--- src/rtl/pq_pkg.sv ---
package pq_pkg;
  localparam int WIN_LEN  = 5;   // tolerant window depth
  localparam int NEED     = 4;   // symbols that must agree
  localparam int SPAN_T_W = 6;
  localparam int SPAN_F_W = 4;
  localparam int SCALE_W  = 4;
  localparam int LIMIT_W  = 4;

  typedef enum logic [1:0] {
    ST_SEARCH = 2'd0,
    ST_WAIT   = 2'd1,
    ST_IDLE   = 2'd2
  } pq_state_e;
endpackage

--- src/rtl/pq_intake.sv ---
module pq_intake
  import pq_pkg::*;
#(
  parameter int FREQ_W = 4,
  parameter int PEAK_W = 12,
  parameter int N_FREQ = 15
) (
  input  logic [FREQ_W-1:0]  freq_i,
  input  logic [PEAK_W-1:0]  peak_i,
  input  logic [PEAK_W-1:0]  ref_i,
  input  logic [SCALE_W-1:0] scale_i,
  input  logic [N_FREQ-1:0]  freq_en_i,
  output logic               ok_o
);
  localparam int PAD_W  = 1 << FREQ_W;
  localparam int PROD_W = PEAK_W + SCALE_W + 1;

  logic [PAD_W-1:0]  en_pad;
  logic [PROD_W-1:0] lhs, rhs;

  // indices beyond N_FREQ read as disabled
  assign en_pad = PAD_W'(freq_en_i);
  // peak*16 vs ref*(16+scale): fraction without a divider
  assign lhs    = PROD_W'(peak_i) << SCALE_W;
  assign rhs    = PROD_W'(ref_i) * PROD_W'({1'b1, scale_i});
  assign ok_o   = en_pad[freq_i] && (lhs > rhs);
endmodule

--- src/rtl/pq_window.sv ---
module pq_window
  import pq_pkg::*;
#(
  parameter int TIME_W = 6,
  parameter int FREQ_W = 4
) (
  input  logic                             clk_i,
  input  logic                             rst_ni,
  input  logic                             flush_i,
  input  logic                             push_i,
  input  logic                             ok_i,
  input  logic [TIME_W-1:0]                t_i,
  input  logic [FREQ_W-1:0]                f_i,
  output logic [WIN_LEN-1:0]               vld_o,
  output logic [WIN_LEN-1:0]               ok_o,
  output logic [WIN_LEN-1:0][TIME_W-1:0]   t_o,
  output logic [WIN_LEN-1:0][FREQ_W-1:0]   f_o
);
  logic [WIN_LEN-1:0]             vld_q, ok_q;
  logic [WIN_LEN-1:0][TIME_W-1:0] t_q;
  logic [WIN_LEN-1:0][FREQ_W-1:0] f_q;

  // slot 0 newest, slot WIN_LEN-1 oldest
  always_ff @(posedge clk_i or negedge rst_ni) begin
    if (!rst_ni) begin
      vld_q <= '0;
      ok_q  <= '0;
      t_q   <= '0;
      f_q   <= '0;
    end else if (flush_i) begin
      vld_q <= '0;
      ok_q  <= '0;
    end else if (push_i) begin
      vld_q <= {vld_q[WIN_LEN-2:0], 1'b1};
      ok_q  <= {ok_q[WIN_LEN-2:0], ok_i};
      t_q   <= {t_q[WIN_LEN-2:0], t_i};
      f_q   <= {f_q[WIN_LEN-2:0], f_i};
    end
  end

  assign vld_o = vld_q;
  assign ok_o  = ok_q;
  assign t_o   = t_q;
  assign f_o   = f_q;

  AST_FLUSH_EMPTIES: assert property (@(posedge clk_i) disable iff (!rst_ni)
    flush_i |=> (vld_o == '0));
  AST_PUSH_LANDS: assert property (@(posedge clk_i) disable iff (!rst_ni)
    (push_i && !flush_i) |=> (vld_o[0] && ok_o[0] == $past(ok_i) && t_o[0] == $past(t_i)));
endmodule

--- src/rtl/pq_subset_check.sv ---
module pq_subset_check
  import pq_pkg::*;
#(
  parameter int TIME_W = 6,
  parameter int FREQ_W = 4
) (
  input  logic [NEED-1:0]              vld_i,
  input  logic [NEED-1:0]              ok_i,
  input  logic [NEED-1:0][TIME_W-1:0]  t_i,
  input  logic [NEED-1:0][FREQ_W-1:0]  f_i,
  input  logic [SPAN_T_W-1:0]          span_t_i,
  input  logic [SPAN_F_W-1:0]          span_f_i,
  output logic                         pass_o
);
  localparam int TD_W = (TIME_W > SPAN_T_W) ? TIME_W : SPAN_T_W;
  localparam int FD_W = (FREQ_W > SPAN_F_W) ? FREQ_W : SPAN_F_W;

  logic [TIME_W-1:0] t_min, t_max;
  logic [FREQ_W-1:0] f_min, f_max;
  logic [TD_W-1:0]   t_spread;
  logic [FD_W-1:0]   f_spread;

  always_comb begin
    t_min = t_i[0];
    t_max = t_i[0];
    f_min = f_i[0];
    f_max = f_i[0];
    for (int k = 1; k < NEED; k++) begin
      if (t_i[k] < t_min) t_min = t_i[k];
      if (t_i[k] > t_max) t_max = t_i[k];
      if (f_i[k] < f_min) f_min = f_i[k];
      if (f_i[k] > f_max) f_max = f_i[k];
    end
  end

  assign t_spread = TD_W'(t_max) - TD_W'(t_min);
  assign f_spread = FD_W'(f_max) - FD_W'(f_min);
  assign pass_o   = (&(vld_i & ok_i)) &&
                    (t_spread <= TD_W'(span_t_i)) &&
                    (f_spread <= FD_W'(span_f_i));
endmodule

--- src/rtl/pq_sfd_ctrl.sv ---
module pq_sfd_ctrl
  import pq_pkg::*;
(
  input  logic               clk_i,
  input  logic               rst_ni,
  input  logic               qualify_i,
  input  logic               sym_valid_i,
  input  logic               sfd_hit_i,
  input  logic               restart_i,
  input  logic [LIMIT_W-1:0] limit_i,
  output logic               accept_o,
  output logic               flush_o,
  output logic               det_o,
  output logic               sfd_found_o
);
  localparam int CNT_W = LIMIT_W + 1;

  pq_state_e        state_q;
  logic [CNT_W-1:0] cnt_q, cnt_inc;
  logic             sfd_q, in_wait, timeout;

  assign in_wait  = (state_q == ST_WAIT);
  assign cnt_inc  = cnt_q + CNT_W'(1);
  assign timeout  = in_wait && sym_valid_i && !sfd_hit_i && (cnt_inc >= {1'b0, limit_i});
  assign accept_o = sym_valid_i && (state_q == ST_SEARCH);
  assign flush_o  = restart_i || (in_wait && (sfd_hit_i || timeout));

  always_ff @(posedge clk_i or negedge rst_ni) begin
    if (!rst_ni) begin
      state_q <= ST_SEARCH;
      cnt_q   <= '0;
      sfd_q   <= 1'b0;
    end else begin
      sfd_q <= 1'b0;
      if (restart_i) begin
        state_q <= ST_SEARCH;
        cnt_q   <= '0;
      end else begin
        unique case (state_q)
          ST_SEARCH: if (qualify_i) begin
            state_q <= ST_WAIT;
            cnt_q   <= '0;
          end
          ST_WAIT: begin
            if (sfd_hit_i) begin
              state_q <= ST_IDLE;
              sfd_q   <= 1'b1;
            end else if (timeout) begin
              state_q <= ST_SEARCH;
              cnt_q   <= '0;
            end else if (sym_valid_i) begin
              cnt_q <= cnt_inc;
            end
          end
          default: state_q <= ST_IDLE;
        endcase
      end
    end
  end

  assign det_o       = in_wait;
  assign sfd_found_o = sfd_q;

  AST_DET_NEEDS_QUAL: assert property (@(posedge clk_i) disable iff (!rst_ni)
    $rose(det_o) |-> $past(qualify_i));
  AST_SFD_ONE_CYCLE: assert property (@(posedge clk_i) disable iff (!rst_ni)
    sfd_found_o |=> !sfd_found_o);
  AST_SFD_FROM_SEARCH: assert property (@(posedge clk_i) disable iff (!rst_ni)
    sfd_found_o |-> $past(det_o && sfd_hit_i));
  AST_IDLE_QUIET: assert property (@(posedge clk_i) disable iff (!rst_ni)
    (state_q == ST_IDLE && !restart_i) |=> !det_o);
  AST_FALL_CAUSE: assert property (@(posedge clk_i) disable iff (!rst_ni)
    $fell(det_o) |-> $past(sfd_hit_i || sym_valid_i || restart_i));
  AST_NO_OVERFLOW: assert property (@(posedge clk_i) disable iff (!rst_ni)
    det_o |-> !cnt_q[LIMIT_W]);
  AST_RESTART_CLEARS: assert property (@(posedge clk_i) disable iff (!rst_ni)
    restart_i |=> (!det_o && !sfd_found_o));
endmodule

--- src/rtl/preamble_qualifier.sv ---
module preamble_qualifier
  import pq_pkg::*;
#(
  parameter int TIME_W = 6,
  parameter int FREQ_W = 4,
  parameter int PEAK_W = 12,
  parameter int N_FREQ = 15
) (
  input  logic                clk_i,
  input  logic                rst_ni,
  input  logic                sym_valid_i,
  input  logic [TIME_W-1:0]   sym_time_i,
  input  logic [FREQ_W-1:0]   sym_freq_i,
  input  logic [PEAK_W-1:0]   sym_peak_i,
  input  logic [PEAK_W-1:0]   sym_ref_i,
  input  logic                cfg_mode_i,
  input  logic [SPAN_T_W-1:0] cfg_time_span_i,
  input  logic [SPAN_F_W-1:0] cfg_freq_span_i,
  input  logic [SCALE_W-1:0]  cfg_scale_i,
  input  logic [N_FREQ-1:0]   cfg_freq_en_i,
  input  logic [LIMIT_W-1:0]  cfg_sfd_limit_i,
  input  logic                sfd_hit_i,
  input  logic                restart_i,
  output logic                preamble_o,
  output logic                sfd_found_o
);
  logic                             sym_ok, accept, flush, qualify;
  logic [WIN_LEN-1:0]               win_vld, win_ok, sub_pass;
  logic [WIN_LEN-1:0][TIME_W-1:0]   win_t;
  logic [WIN_LEN-1:0][FREQ_W-1:0]   win_f;

  pq_intake #(.FREQ_W(FREQ_W), .PEAK_W(PEAK_W), .N_FREQ(N_FREQ)) u_intake (
    .freq_i    (sym_freq_i),
    .peak_i    (sym_peak_i),
    .ref_i     (sym_ref_i),
    .scale_i   (cfg_scale_i),
    .freq_en_i (cfg_freq_en_i),
    .ok_o      (sym_ok)
  );

  pq_window #(.TIME_W(TIME_W), .FREQ_W(FREQ_W)) u_window (
    .clk_i   (clk_i),
    .rst_ni  (rst_ni),
    .flush_i (flush),
    .push_i  (accept),
    .ok_i    (sym_ok),
    .t_i     (sym_time_i),
    .f_i     (sym_freq_i),
    .vld_o   (win_vld),
    .ok_o    (win_ok),
    .t_o     (win_t),
    .f_o     (win_f)
  );

  // one checker per leave-one-out subset; subset WIN_LEN-1 drops the oldest
  for (genvar j = 0; j < WIN_LEN; j++) begin : g_sub
    logic [NEED-1:0]             s_vld, s_ok;
    logic [NEED-1:0][TIME_W-1:0] s_t;
    logic [NEED-1:0][FREQ_W-1:0] s_f;
    for (genvar k = 0; k < NEED; k++) begin : g_pick
      localparam int SLOT = (k < j) ? k : k + 1;
      assign s_vld[k] = win_vld[SLOT];
      assign s_ok[k]  = win_ok[SLOT];
      assign s_t[k]   = win_t[SLOT];
      assign s_f[k]   = win_f[SLOT];
    end
    pq_subset_check #(.TIME_W(TIME_W), .FREQ_W(FREQ_W)) u_chk (
      .vld_i    (s_vld),
      .ok_i     (s_ok),
      .t_i      (s_t),
      .f_i      (s_f),
      .span_t_i (cfg_time_span_i),
      .span_f_i (cfg_freq_span_i),
      .pass_o   (sub_pass[j])
    );
  end

  assign qualify = cfg_mode_i ? sub_pass[WIN_LEN-1] : (|sub_pass);

  pq_sfd_ctrl u_ctrl (
    .clk_i       (clk_i),
    .rst_ni      (rst_ni),
    .qualify_i   (qualify),
    .sym_valid_i (sym_valid_i),
    .sfd_hit_i   (sfd_hit_i),
    .restart_i   (restart_i),
    .limit_i     (cfg_sfd_limit_i),
    .accept_o    (accept),
    .flush_o     (flush),
    .det_o       (preamble_o),
    .sfd_found_o (sfd_found_o)
  );

  AST_STRICT_NEEDS_FOUR: assert property (@(posedge clk_i) disable iff (!rst_ni)
    (cfg_mode_i && qualify) |-> (&win_vld[NEED-1:0]));
  AST_TOLERANT_NEEDS_FOUR: assert property (@(posedge clk_i) disable iff (!rst_ni)
    qualify |-> ($countones(win_vld & win_ok) >= NEED));
endmodule

--- config.mk ---
export PLATFORM = sky130hd
export DESIGN_NAME = preamble_qualifier
export DESIGN_NICKNAME = d
export VERILOG_FILES = /design/src/rtl/pq_pkg.sv /design/src/rtl/pq_intake.sv /design/src/rtl/pq_window.sv /design/src/rtl/pq_subset_check.sv /design/src/rtl/pq_sfd_ctrl.sv /design/src/rtl/preamble_qualifier.sv
export SDC_FILE = /design/constraint.sdc
export NUM_CORES = 1
export LEC_CHECK = 0
export ABC_AREA = 1
export BUFFER_PORTS_ARGS = -buffer_cell sky130_fd_sc_hd__buf_2
export CAP_MARGIN = 20
export CELL_PAD_IN_SITES_DETAIL_PLACEMENT = 0
export CELL_PAD_IN_SITES_GLOBAL_PLACEMENT = 2
export CORE_UTILIZATION = 33
export DETAILED_ROUTE_END_ITERATION = 10
export PLACE_DENSITY_LB_ADDON = 0.1
export RECOVER_POWER = 25
export SLEW_MARGIN = 15
export SYNTH_ARGS = -nofsm -noshare
export SYNTH_HDL_FRONTEND = slang
export SYNTH_SLANG_ARGS = --single-unit
--- constraint.sdc ---
create_clock -name clk_i -period 7.3 [get_ports clk_i]
set_clock_uncertainty 0.2 [all_clocks]
set_input_delay 1.46 -clock clk_i [delete_from_list [all_inputs] [get_ports clk_i]]
set_output_delay 1.46 -clock clk_i [all_outputs]
set_load 0.005 [all_outputs]
== Word level (Yosys, flattened, before mapping) ==
Cells that the tools add are included.

* Logic and storage cells: 199
* Register bits: 68
* Input port bits: 73

* Multiply operators: 1
* Reductions and logical operators: 31
* Magnitude comparators: 61
* Add/sub/neg operators: 11
* Bitwise gates (word level): 6
* Muxes and demuxes: 69
* Equality and inequality tests: 5

{| class="wikitable"
|+ Operators with widths
! kind !! number
|-
| $mux 6 || 24
|-
| $mux 4 || 24
|-
| $gt 6x6->1 || 12
|-
| $lt 6x6->1 || 12
|-
| $gt 4x4->1 || 12
|-
| $lt 4x4->1 || 12
|-
| $mux 5 || 9
|-
| $le 6x6->1 || 5
|-
| $sub 6x6->6 || 5
|-
| $reduce_and 4->1 || 6
|-
| $and 4x4->4 || 5
|-
| $le 4x4->1 || 5
|-
| $sub 4x4->4 || 5
|-
| $gt 16x17->1 || 1
|-
| $mul 12x5->17 || 1
|-
| $logic_and 1x1->1 || 16
|-
| $pmux 5 s2 || 1
|-
| $mux 2 || 4
|-
| $ne 4x4->1 const B || 2
|-
| $ne 3x3->1 const B || 2
|-
| $add 5x1->5 const B || 1
|-
| $ge 5x4->1 || 1
|-
| $lt 4x5->1 const B || 1
|-
| $mux 1 || 5
|-
| 11 further kinds || 13
|}

== Logic depth before layout (Yosys ltp) ==
Gate-level depths: netlist (run 1).

* Depth after elaboration: 15
* Gate-level depth with buffers: 58
* Gate-level depth less buffers: 56

== Modules after synthesis ==
Synthesis (run 1) repeated with hierarchy kept, for this count alone.

* Cell total of the unflattened synthesis: 2684
* Area total of the unflattened synthesis: 17210.3 um^2

{| class="wikitable"
|+ Modules (own cells, without submodules)
! module !! cells each !! area an instance (um^2) !! times used !! sequential area each (um^2)
|-
| pq_subset_check at g_sub[0].u_chk ... || 399 || 2387.3 || 3 || 0.0
|-
| pq_subset_check at g_sub[3].u_chk ... || 398 || 2391.0 || 2 || 0.0
|-
| pq_window || 260 || 2344.7 || 1 || 1501.4
|-
| pq_intake || 348 || 2312.2 || 1 || 0.0
|-
| pq_sfd_ctrl || 76 || 583.1 || 1 || 200.2
|-
| preamble_qualifier || 7 || 26.3 || 1 || 0.0
|}

== Worst setup path after synthesis (run 1) ==
Ideal clock, no wire load.

* Path type: flip-flop to flip-flop
* From: register u_window.t_q, in the netlist u_window.t_o[4]
* To: register u_ctrl.cnt_q[3]
* Required time: 7017 ps
* Data arrival time: 6845 ps
* Setup time: 83 ps
* Stages on the path, launching flop included: 48
* Path slack: 172 ps
* Cell sequence: dfrtp_1 > inv_1 > ha_1 > nand2_2 > inv_1 > nand2_1 > nand3_4 > clkbuf_1 > o21ai_0 > ha_1 > a21oi_1 > nor2_1 > a211oi_1 > nand2_1 > clkbuf_1 > o21ai_0 > ha_1 > a21oi_1 > [12 not listed] > a21oi_1 > nand3b_1 > nand2_1 > inv_1 > nand3_1 > nand2_1 > inv_1 > ha_1 > nand2_1 > o32ai_1 > a32o_1 > nand2_1 > a31o_2 > nand2_1 > nand2_1 > inv_1 > nand3_1 > o21ai_0

* Longest elaborated chain between the ends: 14

{| class="wikitable"
|+ RTL lines
! item !! RTL line !! source
|-
| from (decl) || pq_window.sv:20 || <nowiki>logic [WIN_LEN-1:0][TIME_W-1:0] t_q;</nowiki>
|-
| from (signal assigned) || pq_window.sv:36 || <nowiki>t_q <= {t_q[WIN_LEN-2:0], t_i};</nowiki>
|-
| $gt 6x6->1 / $lt 6x6->1 (equally long branches) || pq_subset_check.sv:30, pq_subset_check.sv:29 ||
|-
| $mux 6 (on tied branches) || pq_subset_check.sv:30, pq_subset_check.sv:29 ||
|-
| $gt 6x6->1 / $lt 6x6->1 (equally long branches) || pq_subset_check.sv:30, pq_subset_check.sv:29 ||
|-
| $mux 6 (on tied branches) || pq_subset_check.sv:30, pq_subset_check.sv:29 ||
|-
| $gt 6x6->1 / $lt 6x6->1 (equally long branches) || pq_subset_check.sv:30, pq_subset_check.sv:29 ||
|-
| $mux 6 (on tied branches) || pq_subset_check.sv:30, pq_subset_check.sv:29 ||
|-
| $sub 6x6->6 || pq_subset_check.sv:36 || <nowiki>assign t_spread = TD_W'(t_max) - TD_W'(t_min);</nowiki>
|-
| $le 6x6->1 || pq_subset_check.sv:39 || <nowiki>(t_spread <= TD_W'(span_t_i)) &&</nowiki>
|-
| $logic_and 1x1->1 || pq_subset_check.sv:38 || <nowiki>assign pass_o = (&(vld_i & ok_i)) &&</nowiki>
|-
| $logic_and 1x1->1 || pq_subset_check.sv:39 ||
|-
| $reduce_or 5->1 || preamble_qualifier.sv:78 || <nowiki>assign qualify = cfg_mode_i ? sub_pass[WIN_LEN-1] : (|sub_pass);</nowiki>
|-
| $mux 1 (*) || preamble_qualifier.sv:78 ||
|-
| $ne 3x3->1 (no line) (*) || - ||
|-
| $reduce_and 4->1 (no line) (*) || - ||
|-
| to (signal assigned) || pq_sfd_ctrl.sv:52 || <nowiki>cnt_q <= cnt_inc;</nowiki>
|-
| to (decl) || pq_sfd_ctrl.sv:19 || <nowiki>logic [CNT_W-1:0] cnt_q, cnt_inc;</nowiki>
|}

Mark *: on every way between the ends. The rest lies on a longest branch, timed or not.
A chain may end at the register's enable or synchronous reset.

== Final worst setup path (run 1) ==
* From: register u_window.t_q, in the netlist u_window.t_o[3]
* To: register u_ctrl.cnt_q[0]

The elaborated chain is that of the path after synthesis.

==> results of run 1 <==
==> synth_stat cells, types with 12 or more instances <==
library cell    n  share of area, %
nand2_1       538                14
ha_1          313                27
o21ai_0       281               9.8
inv_1         280               7.3
a21oi_1       128               4.5
nor2_1        102               2.7
nand3_1        81               2.8
dfrtp_1        68                12
fa_1           40               5.6
clkbuf_1       38              0.99
xor2_1         29               1.8
o21ai_1        22              0.77
xnor2_1        17               1.0
o211ai_1       16              0.84
o21bai_1       16              0.84
a211oi_1       13              0.68
o21a_1         13              0.68
nand4_1        12              0.52
==> cells by family (layout without fill, tap and decap cells) <==
| kind of cell | count (synthesis) | after routing | synth area share [%] |
|---|---|---|---|
| simple gates | 781 | 784 | 22.8 |
| flops | 68 | 68 | 11.8 |
| buf+inv | 338 | 636 | 9.19 |
| xor+xnor | 46 | 46 | 2.80 |
| other cells | 0 | 1 | 0 |
| fa+ha+maj | 353 | 353 | 32.8 |
| compound gates | 535 | 535 | 20.5 |
==> layout make-up <==
class,instances,area (µm²)
fill,4634,24900
tap,585,732
sequential,68,1700
antenna,1,2.50
clock inverter,6,87.6
timing repair buffer,335,2340
inverter,284,1070
multi-input combinational,1718,11900
timing repair inverter,1,5.00
clock buffer,10,239
==> final timing paths <==
kind                                        start                 end  depth (start not counted)  slack (ns)
max in group asynchronous                  rst_ni    u_window.t_o[16]                          1        1.95
min in group asynchronous                  rst_ni    u_window.t_o[15]                          1        2.36
worst min-delay path            u_ctrl.state_q[1]  u_ctrl.sfd_found_o                          1        0.25
worst max-delay path              u_window.t_o[3]     u_ctrl.cnt_q[0]                         51        0.36
worst min register to register  u_ctrl.state_q[1]  u_ctrl.sfd_found_o                          1        0.25
worst max register to register    u_window.t_o[3]     u_ctrl.cnt_q[0]                         51        0.36
==> timing repair <==
action | in CTS | in global routing
buffers inserted | 4 | 28
pin swaps | 5 | 63
setup endpoints to repair | 6 | 6
gates resized for setup | 33 | 164
gates cloned | 1 | 3
==> per-layer routing <==
layer	global-route usage [%]	vias up	wire, µm
met4	6.90	2	1400
met3	1.75	73	1170
met5	0	-	10
met1	26.0	6960	21400
li1	-	7737	-
met2	41.0	195	25300
==> placed cells by master, fill, tap and decap left out, drive strengths merged, types with 3 or more instances in the layout <==
cell type,netlist,layout
a21oi,130,130
nor2,108,108
nand2,551,553
a31oi,3,3
o31ai,5,5
nand4,14,14
o21ai,304,304
inv,281,281
nor3,9,9
a21o,7,7
ha,313,313
buf,15,333
a32o,4,4
xor2,29,29
o21a,13,13
and2,3,3
nand3,92,93
clkbuf,39,12
o21bai,16,16
fa,40,40
xnor2,17,17
a211oi,13,13
dfrtp,68,68
o22ai,11,11
clkinvlp,0,4
o211ai,16,16
clkinv,3,4
==> flip-flops by register name, indices dropped and copies added (netlist names) <==
register,count
u_window.t_o,30
u_ctrl.sfd_found_o,1
u_window.vld_o,5
u_ctrl.state_q,2
u_window.ok_o,5
u_ctrl.cnt_q,5
u_window.f_o,20
==> per-stage QoR <==
| step | setup TNS [ns] | utilization (%) |
|---|---|---|
| floorplan | 0 | - |
| global placement | -1.27 | 39.4 |
| detailed placement | -2.78 | 39.4 |
| CTS | 0 | 40.4 |
| global route | -0.530 | 42.2 |
| finish | 0 | 42.2 |
==> critical path: cells and delay by family, from the launching register on <==
| family | cells | cell delay [ns] |
|---|---|---|
| AO/OA/AOI/OAI | 14 | 2.15 |
| adder cells (fa/ha/maj) | 5 | 1.30 |
| buffers and inverters | 12 | 1.27 |
| flip-flops | 1 | 0.40 |
| AND/OR/NAND/NOR | 20 | 1.54 |
==> impl_metrics.env, run 1 <==
export IMPL_std_cell_rows=76
export IMPL_worst_path_max_fanout=6
export IMPL_dpl_cell_area_um2=17000
export IMPL_drtIter0Drc=602
export IMPL_hold_viol=0
export IMPL_postSynthNetCount=2547
export IMPL_clock_path_buffers=2
export IMPL_main_flop_type_after_synthesis="dfrtp_1"
export IMPL_drtAntennaViolNets=0
export IMPL_portBuffers=74
export IMPL_synth_seq_cells=68
export IMPL_cts_buffers=9
export IMPL_remaining_drc_errors=0
export IMPL_nNetsFinal=2843
export IMPL_ys_warn_count=0
export IMPL_die_width_um=211
export IMPL_startpoint_type="register"
export IMPL_layout_area_overhead_vs_synth_pct=26.1
export IMPL_violations="capacitance limit, slew limit"
export IMPL_transition_time_of_the_tightest_slew_check_pin_ns=4.12
export IMPL_detailedPlace_worstSlack_ns=-0.556
export IMPL_placed_insts=2956
export IMPL_core_um2=43000
export IMPL_grt_first_pass_wirelength_um=75700
export IMPL_setup_slack_ns=0.358
export IMPL_maximum_number_of_pins_on_one_net_before_global_route_repair=86
export IMPL_max_freq_mhz=144
export IMPL_drive_gt1_share_pct=21.2
export IMPL_post_dp_hpwl_um=40100
export IMPL_critPathArrivalTime_ns=7.01
export IMPL_worst_hold_path_type="register to register"
export IMPL_die_height_um=211
export IMPL_end_kind="register"
export IMPL_post_synth_inst_count=2121
export IMPL_post_synth_num_cell_types=57
export IMPL_required_ns=7.37
export IMPL_syn_area_per_cell_um2=6.78
export IMPL_finalMaxSlewViolations=69
export IMPL_cap_viol_max_count=1
export IMPL_place_congestion=0.877
export IMPL_min_period_over_period_pct=95.1
export IMPL_number_of_global_route_vias_before_repair=14545
export IMPL_finalNonFillerCells=3008
export IMPL_grt_antenna_before_repair=2
export IMPL_async_flop_share_pct=100
export IMPL_cts_root_buf="clkbuf_16"
export IMPL_worst_path_max_stage_delay_ns=0.40
export IMPL_criticalPathCategory="register to register"
export IMPL_period_needed_ns=6.94
export IMPL_timing_hold_ws_ns=0.250
export IMPL_drt_total_wl_um=49200
export IMPL_clock_insertion_delay_worst_skew_ns=0.35
export IMPL_drt_first_pass_iters=5
export IMPL_cts_htree_levels=3
export IMPL_routed_via_count=14967
export IMPL_final_setup_viol_count=0
export IMPL_cts_hold_repair_buffers=0
export IMPL_clkSlewWorstSetupHoldPaths_ns=0.06
export IMPL_clock_sink_count=68
export IMPL_die_area_um2=44400
export IMPL_total_i_o_pin_count=75
export IMPL_gr_total_overflow=0
export IMPL_run_status="complete, but fails checks"
export IMPL_post_synth_instance_area_um2=14400
export IMPL_yosysSeqAreaShare_pct=11.8
export IMPL_starting_density_pct=33.4
export IMPL_synth_enable_flop_cells=0
export IMPL_groute_usage_overall_pct=21.8
export IMPL_slew_headroom_pct=-175
export IMPL_final_area_um2=18100
export IMPL_worst_path_max_delay_cell="dfrtp_1"
export IMPL_viasPerCell=4.98
export IMPL_route_detailed_wl_per_inst_um=16.4
export IMPL_cts_tree="built"
export IMPL_setup_repair_after_global_routing_missed_its_margin="true"
Power of run 1 is left out: the tool's default activity adds up to more than one toggle a clock period on the data nets, which glitch-free logic cannot reach.
==> inputs of run 2 (changes only) <==
--- a/config.mk
+++ b/config.mk
@@ -5,12 +5,11 @@
 export SDC_FILE = /design/constraint.sdc
 export NUM_CORES = 1
 export LEC_CHECK = 0
-export ABC_AREA = 1
 export BUFFER_PORTS_ARGS = -buffer_cell sky130_fd_sc_hd__buf_2
 export CAP_MARGIN = 20
 export CELL_PAD_IN_SITES_DETAIL_PLACEMENT = 0
 export CELL_PAD_IN_SITES_GLOBAL_PLACEMENT = 2
-export CORE_UTILIZATION = 33
+export CORE_UTILIZATION = 35
 export DETAILED_ROUTE_END_ITERATION = 10
 export PLACE_DENSITY_LB_ADDON = 0.1
 export RECOVER_POWER = 25
==> run 2 against run 1 <==
  * The flow finishes with violations (capacitance limit, slew limit, setup timing)
  * Fmax fell by 9.7%
  * Die area fell by 1.3%
  * Critical path depth fell by 12
  * Area after synthesis rose by 4.7%
  * First-iteration DRC count fell by 7.5%
  * Clock-buffer cell count did not move
  * Critical path type unchanged
  * Critical endpoint is now u_ctrl.cnt_q[3]
  * Highest routed layer is now met4
==> impl_metrics.env, run 2 <==
export IMPL_timing_hold_ws_ns=0.327
export IMPL_gr_usage_met3_pct=1.59
export IMPL_worst_path_max_stage_delay_ns=0.42
export IMPL_synth_top_area_share_pct=26.0
export IMPL_core_um2=42100
export IMPL_biggest_area_consumer_among_synthesized_cells="ha_1"
export IMPL_maximum_number_of_pins_on_one_net_before_global_route_repair=93
export IMPL_global_route_usage_met2_pct=46.0
export IMPL_cts_root_buf="clkbuf_16"
export IMPL_r2r_cells=39
export IMPL_ys_warn_count=0
export IMPL_end_kind="register"
export IMPL_hold_viol=0
export IMPL_setup_reg_to_reg_worst_slack_ns=-0.39
export IMPL_cts_tree="built"
export IMPL_synth_enable_flop_cells=0
export IMPL_die_height_um=209
export IMPL_critical_path_top_cell_by_count="ha_1"
export IMPL_post_synth_num_cell_types=80
export IMPL_transition_time_of_the_tightest_slew_check_pin_ns=2.70
export IMPL_main_flop_type_after_synthesis="dfrtp_1"
export IMPL_clock_path_buffers=2
export IMPL_worst_path_max_fanout=8
export IMPL_std_cell_rows=75
export IMPL_worst_path_max_delay_cell="dfrtp_1"
export IMPL_syn_area_per_cell_um2=7.94
export IMPL_drtAntennaViolNets=0
export IMPL_yosysSeqAreaShare_pct=11.3
export IMPL_slew_headroom_pct=-79.9
export IMPL_startpoint_type="register"
export IMPL_remaining_drc_errors=0
export IMPL_buffers_plus_inverters_on_the_worst_setup_path=5
export IMPL_synth_seq_cells=68
export IMPL_final_setup_viol_count=6
export IMPL_portBuffers=74
export IMPL_min_delay_worst_endpoint="u_window.vld_o[4]"
export IMPL_grt_antenna_before_repair=0
export IMPL_starting_density_pct=35.7
export IMPL_required_ns=7.35
export IMPL_violations="capacitance limit, slew limit, setup timing"
export IMPL_number_of_instances_on_the_worst_hold_path=2
export IMPL_gr_usage_met1_pct=28.2
export IMPL_min_period_over_period_pct=105
export IMPL_placed_insts=2747
export IMPL_nNetsFinal=2689
export IMPL_setup_slack_ns=-0.392
export IMPL_drt_total_wl_um=51100
export IMPL_yosysMostFrequentCell="ha_1"
export IMPL_async_flop_share_pct=100
export IMPL_finalCoreUtilization_pct=46.7
export IMPL_max_freq_mhz=130
export IMPL_setup_repair_after_global_routing_missed_its_margin="true"
export IMPL_gr_total_overflow=0
export IMPL_drt_first_pass_iters=5
export IMPL_clock_sink_count=68
export IMPL_worst_hold_startpoint="u_window.vld_o[4]"
export IMPL_post_dp_hpwl_um=41000
export IMPL_period_needed_ns=7.69
export IMPL_cts_htree_levels=3
export IMPL_die_area_um2=43800
export IMPL_clock_insertion_delay_worst_skew_ns=0.37
export IMPL_layout_commonest_cell="buf_4"
export IMPL_worst_flop_to_flop_path_endpoint="u_ctrl.cnt_q[3]"
export IMPL_criticalPathCategory="register to register"
export IMPL_rr_startpoint="u_window.t_o[7]"
export IMPL_worst_hold_path_type="register to register"
export IMPL_route_detailed_wl_per_inst_um=18.2
export IMPL_largest_register_ffs=30
export IMPL_number_of_global_route_vias_before_repair=15812
export IMPL_commonest_cells_after_routing_fill_and_taps_aside="buf_4 (331), ha_1 (293), nand2_1 (163), inv_1 (141), o21ai_0 (140)"
export IMPL_run_status="complete, but fails checks"
export IMPL_post_synth_instance_area_um2=15000
export IMPL_total_i_o_pin_count=75
export IMPL_cap_viol_max_count=2
export IMPL_place_congestion=0.848
export IMPL_layout_area_overhead_vs_synth_pct=30.7
export IMPL_post_synth_inst_count=1896
export IMPL_postSynthNetCount=2322
export IMPL_critPathArrivalTime_ns=7.74
export IMPL_clkSlewWorstSetupHoldPaths_ns=0.06
export IMPL_critical_path_top_delay_family="compound AO/OA/AOI/OAI gates"
export IMPL_drtIter0Drc=557
export IMPL_viasPerCell=5.31
export IMPL_drive_gt1_share_pct=28.6
export IMPL_antenna_cells=0
export IMPL_synth_top_cells_by_count="ha_1 (313), a21oi_1 (178), o21ai_0 (170)"
export IMPL_die_width_um=209
export IMPL_finalNonFillerCells=2807
export IMPL_cts_buffers=9
export IMPL_grt_first_pass_wirelength_um=83000
export IMPL_finalMaxSlewViolations=71
export IMPL_routed_via_count=14897
export IMPL_top_usage_layer_grt="met2"
export IMPL_number_of_filler_cells_placed_in_the_layout=4202
export IMPL_groute_usage_overall_pct=24.0
export IMPL_ys_top_cells_by_area="ha_1 (26%), dfrtp_1 (11%), a21oi_1 (5.9%)"
run 2: metal layers:
layer	vias up	routed length, µm
li1	7579	-
met1	7086	22500
met2	165	26600
met3	67	806
met4	0	1190
met5	-	0
run 2: logic make-up after synthesis:
| family | share of synthesized area [%] |
|---|---|
| flops | 11.3 |
| xor+xnor | 3.65 |
| mux | 7.53 |
| fa+ha+maj | 31.9 |
| compound gates | 23.4 |
| buf+inv | 5.62 |
| simple gates | 16.5 |
run 2: timing repair:
action                     CTS  global route
setup buffers               33            12
hold buffers                 0             0
pin swaps                   56            45
resized for setup           95            44
cloned                       0             1
setup endpoints to repair    6             6
run 2: worst max path at each step:
stage | startpoint | end | cells after the start
floorplan | u_window.t_o[3] | u_ctrl.cnt_q[0] | 42
global placement | u_window.t_o[9] | u_ctrl.cnt_q[2] | 39
detailed placement | u_window.t_o[9] | u_ctrl.cnt_q[3] | 39
CTS | u_window.t_o[3] | u_ctrl.cnt_q[0] | 45
global route | u_window.t_o[7] | u_ctrl.cnt_q[0] | 40
finish | u_window.t_o[7] | u_ctrl.cnt_q[3] | 39
run 2: stage by stage:
stage	setup WS [ns]	setup TNS, ns	instance area, µm²
2_1_floorplan	-0.160	-0.588	15400
3_5_place_dp	-0.943	-5.05	18500
5_1_grt	-0.808	-4.45	19700
6_report	-0.392	-1.83	19700
4_1_cts	-0.414	-2.10	19400
3_3_place_gp	-0.851	-4.54	18500
run 2: worst reg2reg max path: cells and delay by family, from the launching register on:
family          cells  cell delay (ns)
flops               1             0.42
mux                 2             0.53
fa+ha+maj           5             1.41
simple gates       13             1.85
buf+inv             5             0.73
compound gates     13             2.31
xor+xnor            1             0.16
run 2: area by class of cell:
cell class | count | area [µm²] | area share, %
Multi-Input combinational cell | 1606 | 13300 | 67.7
Timing Repair Buffer | 422 | 3060 | 15.6
Sequential cell | 68 | 1700 | 8.66
Tap cell | 539 | 674 | 3.43
Inverter | 156 | 586 | 2.98
Clock buffer | 10 | 229 | 1.16
Clock inverter | 6 | 88.8 | 0.452
Power of run 2 is left out for the same reason.
==> inputs of run 3 (changes only) <==
--- a/config.mk
+++ b/config.mk
@@ -13,6 +13,7 @@
 export DETAILED_ROUTE_END_ITERATION = 10
 export PLACE_DENSITY_LB_ADDON = 0.1
 export RECOVER_POWER = 25
+export SETUP_SLACK_MARGIN = 0.02
 export SLEW_MARGIN = 15
 export SYNTH_ARGS = -nofsm -noshare
 export SYNTH_HDL_FRONTEND = slang
==> run 3 against run 2 <==
  * The flow still finishes with violations (capacitance limit, slew limit, setup timing)
  * Sequential share of layout area decreased by 0.15 points
  * Setup slack improved by 0.057 ns
  * Via count increased by 1.7%
  * Die area unchanged
  * Fmax increased by 0.75%
  * Critical path depth decreased by 2
  * Non-clock buffer count increased by 29
==> impl_metrics.env, run 3 (synthesized netlist as in run 2, its figures left out) <==
export IMPL_end_kind="register"
export IMPL_die_area_um2=43800
export IMPL_layout_area_overhead_vs_synth_pct=33.0
export IMPL_clock_insertion_delay_worst_skew_ns=0.37
export IMPL_antenna_cells=0
export IMPL_place_congestion=0.872
export IMPL_min_period_over_period_pct=105
export IMPL_slew_headroom_pct=-87.7
export IMPL_cts_tree="built"
export IMPL_critPathArrivalTime_ns=7.68
export IMPL_route_detailed_wl_per_inst_um=18.1
export IMPL_setup_repair_after_global_routing_missed_its_margin="true"
export IMPL_finalMaxSlewViolations=45
export IMPL_grt_antenna_before_repair=0
export IMPL_violations="capacitance limit, slew limit, setup timing"
export IMPL_criticalPathCategory="register to register"
export IMPL_largest_register_ffs=30
export IMPL_nNetsFinal=2717
export IMPL_gr_total_overflow=0
export IMPL_std_cell_rows=75
export IMPL_layout_commonest_cell="buf_4"
export IMPL_final_setup_viol_count=6
export IMPL_finalNonFillerCells=2835
export IMPL_detailedPlace_worstSlack_ns=-0.808
export IMPL_starting_density_pct=35.7
export IMPL_placed_insts=2767
export IMPL_finalCoreUtilization_pct=47.5
export IMPL_worst_hold_path_type="register to register"
export IMPL_hold_viol=0
export IMPL_drtIter0Drc=653
export IMPL_drt_first_pass_iters=5
export IMPL_worst_path_max_fanout=5
export IMPL_core_um2=42100
export IMPL_clock_path_buffers=2
export IMPL_number_of_global_route_vias_before_repair=15444
export IMPL_clkSlewWorstSetupHoldPaths_ns=0.07
export IMPL_die_height_um=209
export IMPL_startpoint_type="register"
export IMPL_drt_total_wl_um=51200
export IMPL_total_i_o_pin_count=75
export IMPL_routed_via_count=15143
export IMPL_cap_viol_max_count=1
export IMPL_dpl_cell_area_um2=18600
export IMPL_cts_htree_levels=3
export IMPL_period_needed_ns=7.63
export IMPL_grt_first_pass_wirelength_um=81700
export IMPL_worst_path_max_stage_delay_ns=0.44
export IMPL_cts_buffers=9
export IMPL_setup_slack_ns=-0.334
export IMPL_cts_hold_repair_buffers=0
export IMPL_max_freq_mhz=131
export IMPL_post_dp_hpwl_um=41300
export IMPL_clock_sink_count=68
export IMPL_run_status="complete, but fails checks"
export IMPL_portBuffers=74
export IMPL_maximum_number_of_pins_on_one_net_before_global_route_repair=47
export IMPL_worst_path_max_delay_cell="dfrtp_2"
export IMPL_viasPerCell=5.34
export IMPL_required_ns=7.35
export IMPL_transition_time_of_the_tightest_slew_check_pin_ns=2.81
export IMPL_commonest_cells_after_routing_fill_and_taps_aside="buf_4 (360), ha_1 (285), nand2_1 (163), inv_1 (137), a21oi_1 (137)"
export IMPL_drtAntennaViolNets=0
export IMPL_remaining_drc_errors=0
export IMPL_final_area_um2=20000
export IMPL_cts_root_buf="clkbuf_16"
export IMPL_drive_gt1_share_pct=30.4
export IMPL_groute_usage_overall_pct=23.6
export IMPL_die_width_um=209
## run 3: cell types whose count changed in the layout (fill, tap and decap cells not counted), sizes merged
cell,previous run,this run
buf,419,448
a21o,51,50
## run 3: timing repair
action                                  4_1_cts  5_1_grt
hold endpoints to repair                      0        0
setup buffers                                36       15
endpoints found under the setup margin        6        6
gates cloned                                  0        1
resized for setup                            87       92
pin swaps                                    61       69
## run 3: layout make-up
class	instances	area (µm²)
timing repair buffer	451	3260
fill	4208	22100
multi-input combinational	1605	13500
clock buffer	10	229
clock inverter	6	88.8
inverter	156	588
tap	539	674
sequential	68	1700
## run 3: metal layers
layer | global-route usage (%) | part of all wire (%) | vias up
met5 | 0 | 0 | -
met4 | 7.56 | 2.4 | 0
met3 | 1.47 | 1.6 | 67
met2 | 44.0 | 52 | 173
met1 | 28.8 | 44 | 7281
li1 | - | - | 7622
## run 3: worst paths after layout
check	start	end	slack, ns	cells after the start
hold / removal	u_ctrl.cnt_q[4]	u_ctrl.cnt_q[4]	0.32	1
max in group asynchronous	rst_ni	u_ctrl.state_q[1]	2.32	2
setup / recovery	u_window.t_o[9]	u_ctrl.cnt_q[1]	-0.33	37
hold reg to reg	u_ctrl.cnt_q[4]	u_ctrl.cnt_q[4]	0.32	1
min in group asynchronous	rst_ni	u_window.t_o[10]	1.23	1
setup reg to reg	u_window.t_o[9]	u_ctrl.cnt_q[1]	-0.33	37
## run 3: per-stage QoR
stage | TNS, ns | hold slack, ns
after floorplan | -0.585 | 0.279
after global placement | -2.87 | 0.309
after detailed placement | -4.20 | 0.310
after CTS | -1.76 | 0.325
after global routing | -3.87 | 0.339
final | -1.53 | 0.318
## run 3: critical path: cells and delay by family (launching register included)
kind,cells,cell delay (ns)
compound gates,17,3.02
fa+ha+maj,6,1.61
mux,3,0.98
flops,1,0.44
buf+inv,4,0.41
simple gates,7,0.85
Power of run 3 is left out for the same reason.
